[config.mk]
export PLATFORM = sky130hd
export DESIGN_NAME = cstate_coord
export DESIGN_NICKNAME = d
export VERILOG_FILES = /design/src/rtl/cstate_pkg.sv /design/src/rtl/cs_iord_xlate.sv /design/src/rtl/cs_thread_fsm.sv /design/src/rtl/cs_pkg_resolve.sv /design/src/rtl/cstate_coord.sv
export SDC_FILE = /design/constraint.sdc
export NUM_CORES = 1
export LEC_CHECK = 0
export CORE_UTILIZATION = 35
export DETAILED_ROUTE_END_ITERATION = 10
export GPL_ROUTABILITY_DRIVEN = 0
export PLACE_DENSITY = 0.72
export SLEW_MARGIN = 20
export SYNTH_ARGS = -nofsm -noshare
export SYNTH_HDL_FRONTEND = slang
export SYNTH_SLANG_ARGS = --single-unit
[constraint.sdc]
create_clock -name clk -period 1.75 [get_ports clk]
set_input_delay 0.35 -clock clk [delete_from_list [all_inputs] [get_ports clk]]
set_output_delay 0.35 -clock clk [all_outputs]
set_load 0.02 [all_outputs]
[src/rtl/cstate_pkg.sv]
package cstate_pkg;
  typedef enum logic [1:0] {
    CS_RUN   = 2'b00,
    CS_HALT  = 2'b01,
    CS_WAIT  = 2'b10,
    CS_SNOOP = 2'b11
  } cstate_e;
endpackage

[src/rtl/cs_iord_xlate.sv]
// Folds direct wait requests and power-level register reads into one
// per-thread "enter C1-wait" strobe; holds the programmable hint.
module cs_iord_xlate #(
  parameter int NTHR = 2,
  parameter int HINT_W = 4,
  parameter logic [HINT_W-1:0] C1_HINT = '0
) (
  input  logic                     clk,
  input  logic                     rst,
  input  logic                     cfg_we,
  input  logic [HINT_W-1:0]        cfg_wdata,
  input  logic [NTHR-1:0]          wait_req,
  input  logic [NTHR*HINT_W-1:0]   wait_hint,
  input  logic [NTHR-1:0]          iord_req,
  output logic [NTHR-1:0]          wait_c1
);
  logic [HINT_W-1:0] hint_cfg_q;

  always_ff @(posedge clk) begin
    if (rst)         hint_cfg_q <= C1_HINT;
    else if (cfg_we) hint_cfg_q <= cfg_wdata;
  end

  for (genvar t = 0; t < NTHR; t++) begin : g_xl
    logic direct_c1, iord_c1;
    assign direct_c1  = wait_req[t] && (wait_hint[t*HINT_W +: HINT_W] == C1_HINT);
    assign iord_c1    = iord_req[t] && (hint_cfg_q == C1_HINT);
    assign wait_c1[t] = direct_c1 || iord_c1;
  end
endmodule

[src/rtl/cs_thread_fsm.sv]
// One thread's power state with snoop sub-state and return memory.
module cs_thread_fsm
  import cstate_pkg::*;
#(
  parameter int SNP_MIN = 2
) (
  input  logic    clk,
  input  logic    rst,
  input  logic    hard_wake,
  input  logic    mon_evt,
  input  logic    halt_req,
  input  logic    wait_c1,
  input  logic    snoop,
  input  logic    snoop_done,
  output cstate_e state
);
  localparam int CW = (SNP_MIN > 2) ? $clog2(SNP_MIN) : 1;
  localparam logic [CW-1:0] CNT_LAST = CW'(SNP_MIN - 1);

  cstate_e        st_q, st_d;
  logic           from_wait_q, from_wait_d;
  logic [CW-1:0]  cnt_q, cnt_d;
  logic           done_q, done_d;
  logic           snp_ready;

  always_comb begin
    st_d        = st_q;
    from_wait_d = from_wait_q;
    cnt_d       = cnt_q;
    done_d      = done_q;
    snp_ready   = (cnt_q >= CNT_LAST) && (done_q || snoop_done);
    unique case (st_q)
      CS_RUN: begin
        // a same-cycle wake cancels any request
        if (!hard_wake) begin
          if (halt_req)     st_d = CS_HALT;
          else if (wait_c1) st_d = CS_WAIT;
        end
      end
      CS_HALT, CS_WAIT: begin
        if (hard_wake || (st_q == CS_WAIT && mon_evt)) begin
          st_d = CS_RUN;
        end else if (snoop) begin
          st_d        = CS_SNOOP;
          from_wait_d = (st_q == CS_WAIT);
          cnt_d       = '0;
          done_d      = 1'b0;
        end
      end
      default: begin
        if (hard_wake || (from_wait_q && mon_evt)) begin
          st_d = CS_RUN;
        end else if (snp_ready) begin
          st_d = from_wait_q ? CS_WAIT : CS_HALT;
        end else begin
          if (cnt_q != CNT_LAST) cnt_d = cnt_q + CW'(1);
          done_d = done_q || snoop_done;
        end
      end
    endcase
  end

  always_ff @(posedge clk) begin
    if (rst) begin
      st_q        <= CS_RUN;
      from_wait_q <= 1'b0;
      cnt_q       <= '0;
      done_q      <= 1'b0;
    end else begin
      st_q        <= st_d;
      from_wait_q <= from_wait_d;
      cnt_q       <= cnt_d;
      done_q      <= done_d;
    end
  end

  assign state = st_q;
endmodule

[src/rtl/cs_pkg_resolve.sv]
// Package state: a C1 flavour only when every thread shares it.
module cs_pkg_resolve
  import cstate_pkg::*;
#(
  parameter int NTHR = 2
) (
  input  logic                clk,
  input  logic                rst,
  input  logic [2*NTHR-1:0]   thr_state,
  output logic [1:0]          pkg_state,
  output logic                pkg_idle
);
  logic [NTHR-1:0] match;
  logic [1:0]      lead;
  logic            common_low;
  logic            idle_q;

  assign lead = thr_state[1:0];
  for (genvar t = 0; t < NTHR; t++) begin : g_m
    assign match[t] = (thr_state[2*t +: 2] == lead);
  end

  assign common_low = (&match) && (lead == 2'(CS_HALT) || lead == 2'(CS_WAIT));
  assign pkg_state  = common_low ? lead : 2'(CS_RUN);

  always_ff @(posedge clk) begin
    if (rst) idle_q <= 1'b0;
    else     idle_q <= common_low;
  end

  // delayed rise, immediate fall
  assign pkg_idle = idle_q && common_low;
endmodule

[src/rtl/cstate_coord.sv]
module cstate_coord
  import cstate_pkg::*;
#(
  parameter int NTHR = 2,
  parameter int HINT_W = 4,
  parameter logic [HINT_W-1:0] C1_HINT = '0,
  parameter int SNP_MIN = 2
) (
  input  logic                   clk,
  input  logic                   rst,
  input  logic [NTHR-1:0]        halt_req,
  input  logic [NTHR-1:0]        wait_req,
  input  logic [NTHR*HINT_W-1:0] wait_hint,
  input  logic [NTHR-1:0]        iord_req,
  input  logic                   cfg_we,
  input  logic [HINT_W-1:0]      cfg_wdata,
  input  logic [NTHR-1:0]        smi_evt,
  input  logic [NTHR-1:0]        init_evt,
  input  logic [NTHR-1:0]        nmi_evt,
  input  logic [NTHR-1:0]        intr_evt,
  input  logic [NTHR-1:0]        msg_evt,
  input  logic [NTHR-1:0]        mon_evt,
  input  logic                   bus_snoop,
  input  logic [NTHR-1:0]        peer_snoop,
  input  logic [NTHR-1:0]        snoop_done,
  output logic [2*NTHR-1:0]      thr_state,
  output logic [1:0]             pkg_state,
  output logic                   pkg_idle
);
  logic [NTHR-1:0] wait_c1;
  logic [NTHR-1:0] hard_wake;

  assign hard_wake = smi_evt | init_evt | nmi_evt | intr_evt | msg_evt;

  cs_iord_xlate #(.NTHR(NTHR), .HINT_W(HINT_W), .C1_HINT(C1_HINT)) u_xlate (
    .clk(clk), .rst(rst), .cfg_we(cfg_we), .cfg_wdata(cfg_wdata),
    .wait_req(wait_req), .wait_hint(wait_hint), .iord_req(iord_req),
    .wait_c1(wait_c1)
  );

  for (genvar t = 0; t < NTHR; t++) begin : g_thr
    cstate_e st;
    cs_thread_fsm #(.SNP_MIN(SNP_MIN)) u_fsm (
      .clk(clk), .rst(rst), .hard_wake(hard_wake[t]), .mon_evt(mon_evt[t]),
      .halt_req(halt_req[t]), .wait_c1(wait_c1[t]),
      .snoop(bus_snoop | peer_snoop[t]), .snoop_done(snoop_done[t]),
      .state(st)
    );
    assign thr_state[2*t +: 2] = st;
  end

  cs_pkg_resolve #(.NTHR(NTHR)) u_pkg (
    .clk(clk), .rst(rst), .thr_state(thr_state),
    .pkg_state(pkg_state), .pkg_idle(pkg_idle)
  );
endmodule

==> results of run 1 <==
==> metal layers <==
layer  up-vias  track usage  part of all wire
li1        576            -                 -
met1       537        0.213              0.41
met2        49        0.360              0.52
met3         6       0.0304             0.050
met4         0       0.0893             0.018
met5         -            0                 0
==> layout by cell type, fill, tap and decap left out, types with 2 or more instances in the layout <==
| master | count |
|---|---|
| o21ai_2 | 2 |
| clkdlybuf4s50_1 | 36 |
| dfxtp_1 | 11 |
| a21boi_4 | 2 |
| nor2b_1 | 4 |
| nor4_4 | 2 |
| a311oi_1 | 2 |
| a211oi_2 | 3 |
| a21oi_1 | 7 |
| inv_2 | 2 |
| mux2i_1 | 6 |
| nor4_1 | 3 |
| a21o_1 | 2 |
| a211oi_1 | 2 |
| nand3_1 | 2 |
| a31o_1 | 2 |
| clkbuf_4 | 3 |
| ha_1 | 3 |
| a21oi_2 | 2 |
| dfxtp_4 | 2 |
| nand3b_1 | 2 |
| dfxtp_2 | 2 |
| inv_1 | 5 |
| a32oi_1 | 3 |
| a31oi_1 | 2 |
| o21a_1 | 2 |
| nor2_1 | 15 |
| o21ai_0 | 2 |
| inv_4 | 2 |
| nand2_1 | 8 |
| buf_4 | 24 |
| ha_4 | 2 |
| dlymetal6s2s_1 | 5 |
==> power by group <==
group / internal, mW / switching, mW / leakage [nW] / total [mW]
Combinational: 0.415 / 0.339 / 0.583 / 0.754
Clock: 0.0886 / 0.112 / 0.0150 / 0.201
Sequential: 0.376 / 0.0257 / 0.124 / 0.402
Total: 0.880 / 0.477 / 0.722 / 1.36
==> path summary, 6_finish.rpt <==
kind,cells after the start,to,slack (ns)
worst min-delay path,1,g_thr[0].u_fsm.cnt_q,0.47
worst min register to register,1,g_thr[0].u_fsm.cnt_q,0.47
worst max-delay path,5,pkg_state[0],-0.009
worst max register to register,8,g_thr[0].u_fsm.state[1],0.01
==> logic make-up (layout without fill, tap and decap cells) <==
kind of cell / count (synthesis) / count (layout) / share of synthesized area
AOI/OAI and AO/OA: 37 / 37 / 0.263
muxes: 6 / 6 / 0.0603
adders and majority gates: 6 / 6 / 0.0754
buffers and inverters: 11 / 79 / 0.0415
xor gates and xnor gates: 1 / 1 / 0.00880
and+or+nand+nor: 45 / 45 / 0.250
DFF: 15 / 15 / 0.302
==> through the flow <==
step           cells  TNS [ns]  utilization
3_3_place_gp     211     -2.31        0.626
5_1_grt          219    -0.391        0.693
3_5_place_dp     211     -2.70        0.626
4_1_cts          216   -0.0690        0.644
6_report         219  -0.00868        0.693
2_1_floorplan    121         0            -
==> cell type report <==
type                            count  area, um^2
Sequential cell                    15         310
Tap cell                           30        37.5
Timing Repair Buffer               66         614
Fill cell                         238         796
Inverter                            9        38.8
Multi-Input combinational cell     95         767
Clock buffer                        4        26.3
==> sequential cells by signal (all words and copies together), names as in the netlist <==
| signal | flops |
|---|---|
| g_thr.u_fsm.from_wait_q | 2 |
| u_xlate.hint_cfg_q | 4 |
| g_thr.u_fsm.cnt_q | 2 |
| g_thr.u_fsm.done_q | 2 |
| g_thr.u_fsm.state | 4 |
| u_pkg.idle_q | 1 |
==> repair_timing <==
action / in CTS / in global routing
buffers inserted: 1 / 3
resized for setup: 17 / 33
pin swaps: 2 / 18
setup endpoints to repair: 9 / 13
==> flow_summary.json, run 1 <==
{
  "status": "finished with violations",
  "violations": "setup timing",
  "seq_area_frac_synth": 0.302,
  "hpwlAfterDp_um": 2330,
  "ioPinCount": 45,
  "path_clk_slew_ns": 0.09,
  "crit_type": "reg -> out",
  "numCtsBuffers": 3,
  "slowest_delay_ns": 0.35,
  "grt_max_degree": 13,
  "final_cell_area_um2": 1790,
  "chipHeight_um": 55.3,
  "clk_path_buf_depth": 2,
  "drive_gt1_frac": 0.307,
  "drt_iter0_markers": 20,
  "synth_most_common_cell": "nor2_1",
  "synth_top_area_frac": 0.302,
  "clock.fmax_mhz": 569,
  "drc": 0,
  "antenna_found_initial": 0,
  "worstPathMaxFanout": 3,
  "cts_tree": "built",
  "cp_num_buf_inv": 2,
  "pre_cts_ws_ns": -0.294,
  "min_period_ns": 1.76,
  "critical_path.startpoint": "g_thr[0].u_fsm.state[1]",
  "worstHoldStart": "g_thr[0].u_fsm.cnt_q",
  "cts-root-buf": "clkbuf_4",
  "die_w_um": 55.3,
  "synth_edf_count": 0,
  "vias_per_cell": 5.33,
  "overflow": 0,
  "reg2reg_from": "g_thr[0].u_fsm.state[1]",
  "synth_cells": 121,
  "synth.area.top_cells": "dfxtp_1, ha_1, mux2i_1, nor2_1, a21oi_1",
  "port_buffers": 44,
  "synth_flop_cell": "dfxtp_1",
  "ys_ff_latch": 15,
  "cp_slowest_cell": "dfxtp_2",
  "postPlaceCellArea_um2": 1620,
  "grt_pass1_wl_um": 4840,
  "clk_latency_ns": 0.29,
  "start_kind": "flop",
  "hold_path.class": "reg -> reg",
  "synthesis.nets": 165,
  "rsz0062_at_grt": "yes",
  "pwr_density_cell_nw_per_um2": 756,
  "hold_violations": 0,
  "clock_skew_ns": 0.00313,
  "critPathCaptureType": "output port",
  "area_growth_pct": 80.2,
  "finalWirelength_um": 3010,
  "holdWs_ns": 0.473,
  "rows": 18,
  "clock-sinks": 15,
  "yosysTopAreaCell": "dfxtp_1",
  "max_slew_margin": 0.623,
  "synth_area_um2": 996,
  "p_leak_nw": 0.722,
  "synth.distinct_cells": 32,
  "cp_cell_sequence": "inv_2 -> ha_4 -> o21ai_1 -> nor3_2 -> buf_4",
  "first_pass_iters": 4,
  "finalWorstSetupSlack_ns": -0.00868,
  "htreeDepth": 1,
  "cp_data_required_time_ns": 1.40,
  "critical_path.top_delay_family": "flip-flops",
  "drv_slew": 0,
  "routedWlPerCell_um": 13.7,
  "p_total_mw": 1.36,
  "worst-slew-pin-transition_ns": 0.563,
  "cp.arrival_ns": 1.41,
  "syn_area_per_cell_um2": 8.23,
  "fin_crit_sh": 1.00,
  "synth_common_cells": "nor2_1, dfxtp_1, a21oi_1, inv_1, nand2_1",
  "ant_nets": 0,
  "nNetsFinal": 234,
  "cap_violations": 0,
  "holdBufCountCts": 0,
  "grt_use_total": 0.194,
  "vias": 1168,
  "setup_viol": 1,
  "async_reset_ff_frac": 0,
  "grt_pass1_vias": 1180,
  "core_area_um2": 2590,
  "num_antenna_cells": 0,
  "start_util": 0.385,
  "yosys_warnings": 0,
  "peakVddDrop_v": 0.000639,
  "dieArea_um2": 3060
}
No activity file was read; power rests on OpenSTA's default activity.
==> inputs of run 2 (changes only) <==
ABC_CLOCK_PERIOD_IN_PS = 1750   (was unset)
SKIP_CTS_REPAIR_TIMING = 1   (was unset)
==> run 2 against run 1 <==
  * The flow still finishes with violations (setup timing)
  * Critical path depth stayed put
  * Sequential share of layout area is 0.15 points lower
  * Core utilization hardly changed
==> flow_summary.json, run 2 (synthesized netlist as in run 1, its figures left out) <==
{
  "status": "finished with violations",
  "violations": "setup timing",
  "multi_input_area_um2": 776,
  "antenna_found_initial": 0,
  "cp_data_required_time_ns": 1.40,
  "cts_tree": "built",
  "nNetsFinal": 233,
  "grt_max_degree": 13,
  "setup_viol": 1,
  "layout_common_cells": "clkdlybuf4s50_1, buf_4, nor2_1",
  "drv_slew": 0,
  "numCtsBuffers": 3,
  "cp.arrival_ns": 1.44,
  "placed_cells": 211,
  "core_area_um2": 2590,
  "p_leak_nw": 0.754,
  "clk_path_buf_depth": 2,
  "drt_iter0_markers": 22,
  "die_w_um": 55.3,
  "dieArea_um2": 3060,
  "cp_cell_sequence": "inv_2 -> ha_4 -> o21ai_1 -> nor3_2 -> buf_4",
  "clk_latency_ns": 0.29,
  "path_clk_slew_ns": 0.09,
  "hpwlAfterDp_um": 2330,
  "vias": 1167,
  "ant_nets": 0,
  "grt_use_total": 0.192,
  "finalWorstSetupSlack_ns": -0.0354,
  "fin_crit_sh": 1.02,
  "routedWlPerCell_um": 13.9,
  "overflow": 0,
  "first_pass_iters": 4,
  "clock-sinks": 15,
  "instances_no_fill": 218,
  "worst-slew-pin-transition_ns": 0.567,
  "pwr_density_cell_nw_per_um2": 756,
  "min_period_ns": 1.79,
  "grt_pass1_wl_um": 4790,
  "worstPathMaxFanout": 4,
  "max_slew_margin": 0.621,
  "drc": 0,
  "area_growth_pct": 80.3,
  "finalWirelength_um": 3030,
  "rows": 18,
  "n_fill_cell": 238,
  "cp_slowest_cell": "dfxtp_2",
  "grt_pass1_vias": 1170,
  "p_total_mw": 1.36,
  "slowest_delay_ns": 0.35,
  "start_kind": "flop",
  "setup-tns-final_ns": -0.0354,
  "cts-root-buf": "clkbuf_4",
  "ioPinCount": 45,
  "chipHeight_um": 55.3,
  "vias_per_cell": 5.35,
  "peakVddDrop_v": 0.000642,
  "hold_violations": 0,
  "holdWs_ns": 0.476,
  "layout_commonest_cell": "clkdlybuf4s50_1",
  "crit_type": "reg -> out",
  "clock_skew_ns": 0.00240,
  "port_buffers": 44,
  "critPathCaptureType": "output port",
  "clock.fmax_mhz": 560,
  "hold_path.class": "reg -> reg",
  "start_util": 0.385,
  "rsz0062_at_grt": "yes",
  "fin_util": 0.693,
  "drive_gt1_frac": 0.303,
  "num_antenna_cells": 0,
  "htreeDepth": 1,
  "cap_violations": 0,
  "cp_num_buf_inv": 2,
  "critical_path.top_delay_family": "flip-flops",
  "seq_area_um2": 308
}
[run 2: cell types whose count changed in the layout (fill, tap and decap cells not counted), sizes merged]
cell | before | now
buf | 25 | 23
dlymetal6s2s | 5 | 7
clkdlybuf4s50 | 36 | 35
[run 2: final cells by class]
cell class              count  share of cell area
clock buffers               4              0.0146
repair buffers             65               0.342
multi-input cells          95               0.432
well taps                  30              0.0209
flip-flops and latches     15               0.171
inverters                   9              0.0188
[run 2: routing by layer]
layer  part of all wire  global-route usage
met1               0.40               0.215
met2               0.52               0.353
met3              0.051              0.0304
met4              0.022              0.0893
met5                  0                   0
[run 2: metrics by stage]
step           worst slack, ns  area, um^2
5_1_grt                -0.0753        1800
4_1_cts                 -0.541        1650
3_3_place_gp            -0.255        1620
3_5_place_dp            -0.294        1620
2_1_floorplan           0.0109        1010
6_report               -0.0354        1800
[run 2: worst paths after layout]
kind                                 from                       to  slack [ns]  cells past startpoint
hold / removal       g_thr[0].u_fsm.cnt_q     g_thr[0].u_fsm.cnt_q        0.48                      1
setup reg to reg  g_thr[1].u_fsm.state[1]  g_thr[1].u_fsm.state[1]        0.02                      7
setup / recovery  g_thr[0].u_fsm.state[1]             pkg_state[0]       -0.04                      5
hold reg to reg      g_thr[0].u_fsm.cnt_q     g_thr[0].u_fsm.cnt_q        0.48                      1
[run 2: report_power, final]
group / internal, mW / switching [mW] / leakage, nW
logic: 0.415 / 0.339 / 0.615
registers: 0.376 / 0.0240 / 0.124
clock network: 0.0887 / 0.115 / 0.0150
[run 2: worst reg2reg max path, delay by kind of cell, from the launching register on]
kind | cells | cell delay, ns
flops | 1 | 0.37
compound gates | 5 | 0.95
buf+inv | 1 | 0.08
fa+ha+maj | 1 | 0.27
==> inputs of run 3 (changes only) <==
GPL_TIMING_DRIVEN = 0   (was unset)
==> run 3 against run 2 <==
  * The flow still finishes with violations (setup timing)
  * Setup slack about the same
  * Combinational power fell by 7.3%
  * Hold slack lost 0.025 ns
  * Die area unchanged
  * Clock-buffer cell count is 1 lower
  * Register-to-register slack worse by 0.02 ns
  * Sequential share of layout area grew 1.2 points
  * Via count shrank 3.6%
  * Largest power group unchanged
==> flow_summary.json, run 3 (synthesized netlist as in run 1, its figures left out) <==
{
  "status": "finished with violations",
  "violations": "setup timing",
  "routedWlPerCell_um": 14.7,
  "grt_pass1_wl_um": 4470,
  "clk_path_buf_depth": 2,
  "ff2ff_path_depth": 7,
  "final_cell_area_um2": 1720,
  "cap_violations": 0,
  "cp.arrival_ns": 1.44,
  "setup-tns-final_ns": -0.0362,
  "grt_pass1_vias": 1062,
  "min_to": "u_xlate.hint_cfg_q[1]",
  "cts_tree": "built",
  "setup_viol": 2,
  "r2r_setup_slack_ns": 0,
  "first_pass_iters": 6,
  "cp_data_required_time_ns": 1.40,
  "vias_per_cell": 5.41,
  "r2r-end": "g_thr[0].u_fsm.done_q",
  "port_buffers": 43,
  "area_growth_pct": 72.6,
  "min_path_cells": 3,
  "cp_cell_sequence": "inv_4 -> ha_4 -> o21ai_2 -> nor3_2 -> buf_4",
  "grt_max_degree": 11,
  "num_antenna_cells": 0,
  "max_slew_margin": 0.672,
  "crit_type": "reg -> out",
  "seq_area_um2": 315,
  "ant_nets": 0,
  "critPathCaptureType": "output port",
  "drt_iter0_markers": 10,
  "die_w_um": 55.3,
  "start_util": 0.385,
  "n_fill_cell": 228,
  "postPlaceCellArea_um2": 1480,
  "clock-sinks": 15,
  "dieArea_um2": 3060,
  "finalWorstSetupSlack_ns": -0.0355,
  "clock.fmax_mhz": 560,
  "ioPinCount": 45,
  "multi_input_area_um2": 785,
  "hpwlAfterDp_um": 2180,
  "clock_skew_ns": 0.00707,
  "core_area_um2": 2590,
  "cp_slowest_cell": "dfxtp_4",
  "peakVddDrop_v": 0.000653,
  "hold_violations": 0,
  "htreeDepth": 1,
  "layout_common_cells": "clkdlybuf4s50_1, nor2_1, buf_4",
  "p_total_mw": 1.32,
  "start_kind": "flop",
  "drc": 0,
  "path_clk_slew_ns": 0.10,
  "vias": 1125,
  "nNetsFinal": 223,
  "drv_slew": 0,
  "rows": 18,
  "cts-root-buf": "clkbuf_4",
  "slowest_delay_ns": 0.39,
  "pwr_density_cell_nw_per_um2": 770,
  "layout_commonest_cell": "clkdlybuf4s50_1",
  "rsz0062_at_grt": "yes",
  "antenna_found_initial": 0,
  "fin_util": 0.664,
  "reg2reg_from": "g_thr[0].u_fsm.state[0]",
  "chipHeight_um": 55.3,
  "worstPathMaxFanout": 5,
  "finalWirelength_um": 3060,
  "numCtsBuffers": 3,
  "clk_latency_ns": 0.30,
  "hold_path.class": "in -> reg",
  "p_leak_nw": 0.688,
  "worst-slew-pin-transition_ns": 0.491,
  "fin_crit_sh": 1.02,
  "overflow": 0,
  "grt_use_total": 0.179,
  "worstHoldStart": "cfg_we",
  "min_period_ns": 1.79,
  "drive_gt1_frac": 0.292
}
## run 3: layout make-up
class	instances	share of cell area
buffer	2	0.00437
clock buffer	3	0.0131
clock inverter	1	0.00291
inverter	9	0.0226
multi-input combinational	95	0.456
sequential	15	0.183
tap	30	0.0218
timing repair buffer	53	0.295
## run 3: report_power, final
part	switching, mW	leakage, nW	internal, mW
Clock	0.125	0.0177	0.0853
Combinational	0.336	0.546	0.363
Sequential	0.0360	0.125	0.378
Total	0.498	0.688	0.827
## run 3: worst max path at each step
stage | slack, ns | endpoint | from | depth (start not counted)
after detailed placement | -0.41 | pkg_state[0] | g_thr[0].u_fsm.state[0] | 5
final | -0.04 | pkg_state[0] | g_thr[0].u_fsm.state[0] | 5
after global placement | -0.33 | g_thr[0].u_fsm.state[1] | smi_evt[0] | 6
after CTS | -0.75 | pkg_state[0] | g_thr[0].u_fsm.state[0] | 5
after global routing | -0.08 | pkg_state[0] | g_thr[0].u_fsm.state[0] | 5
after floorplan | 0.01 | g_thr[1].u_fsm.done_q | g_thr[1].u_fsm.state[0] | 7
## run 3: critical path: cells and delay by family (launching register included)
family                   cells  cell delay, ns
AND/OR/NAND/NOR              1            0.18
adder cells (fa/ha/maj)      1            0.28
AO/OA/AOI/OAI                1            0.06
flip-flops                   1            0.39
buffers and inverters        2            0.22
## run 3: routing by layer
layer	share of wire	vias up	routed length [um]	track usage
li1	-	559	-	-
met4	0.0069	0	21	0.0429
met3	0.055	2	169	0.0468
met5	0	-	0	0
met1	0.42	527	1280	0.194
met2	0.52	37	1590	0.343
## run 3: through the flow
stage	instances	setup WS [ns]	hold WS [ns]
after floorplan	121	0.0109	0.434
after global placement	194	-0.334	0.443
after detailed placement	194	-0.408	0.452
after CTS	198	-0.746	0.449
after global routing	208	-0.0803	0.453
final	208	-0.0355	0.451
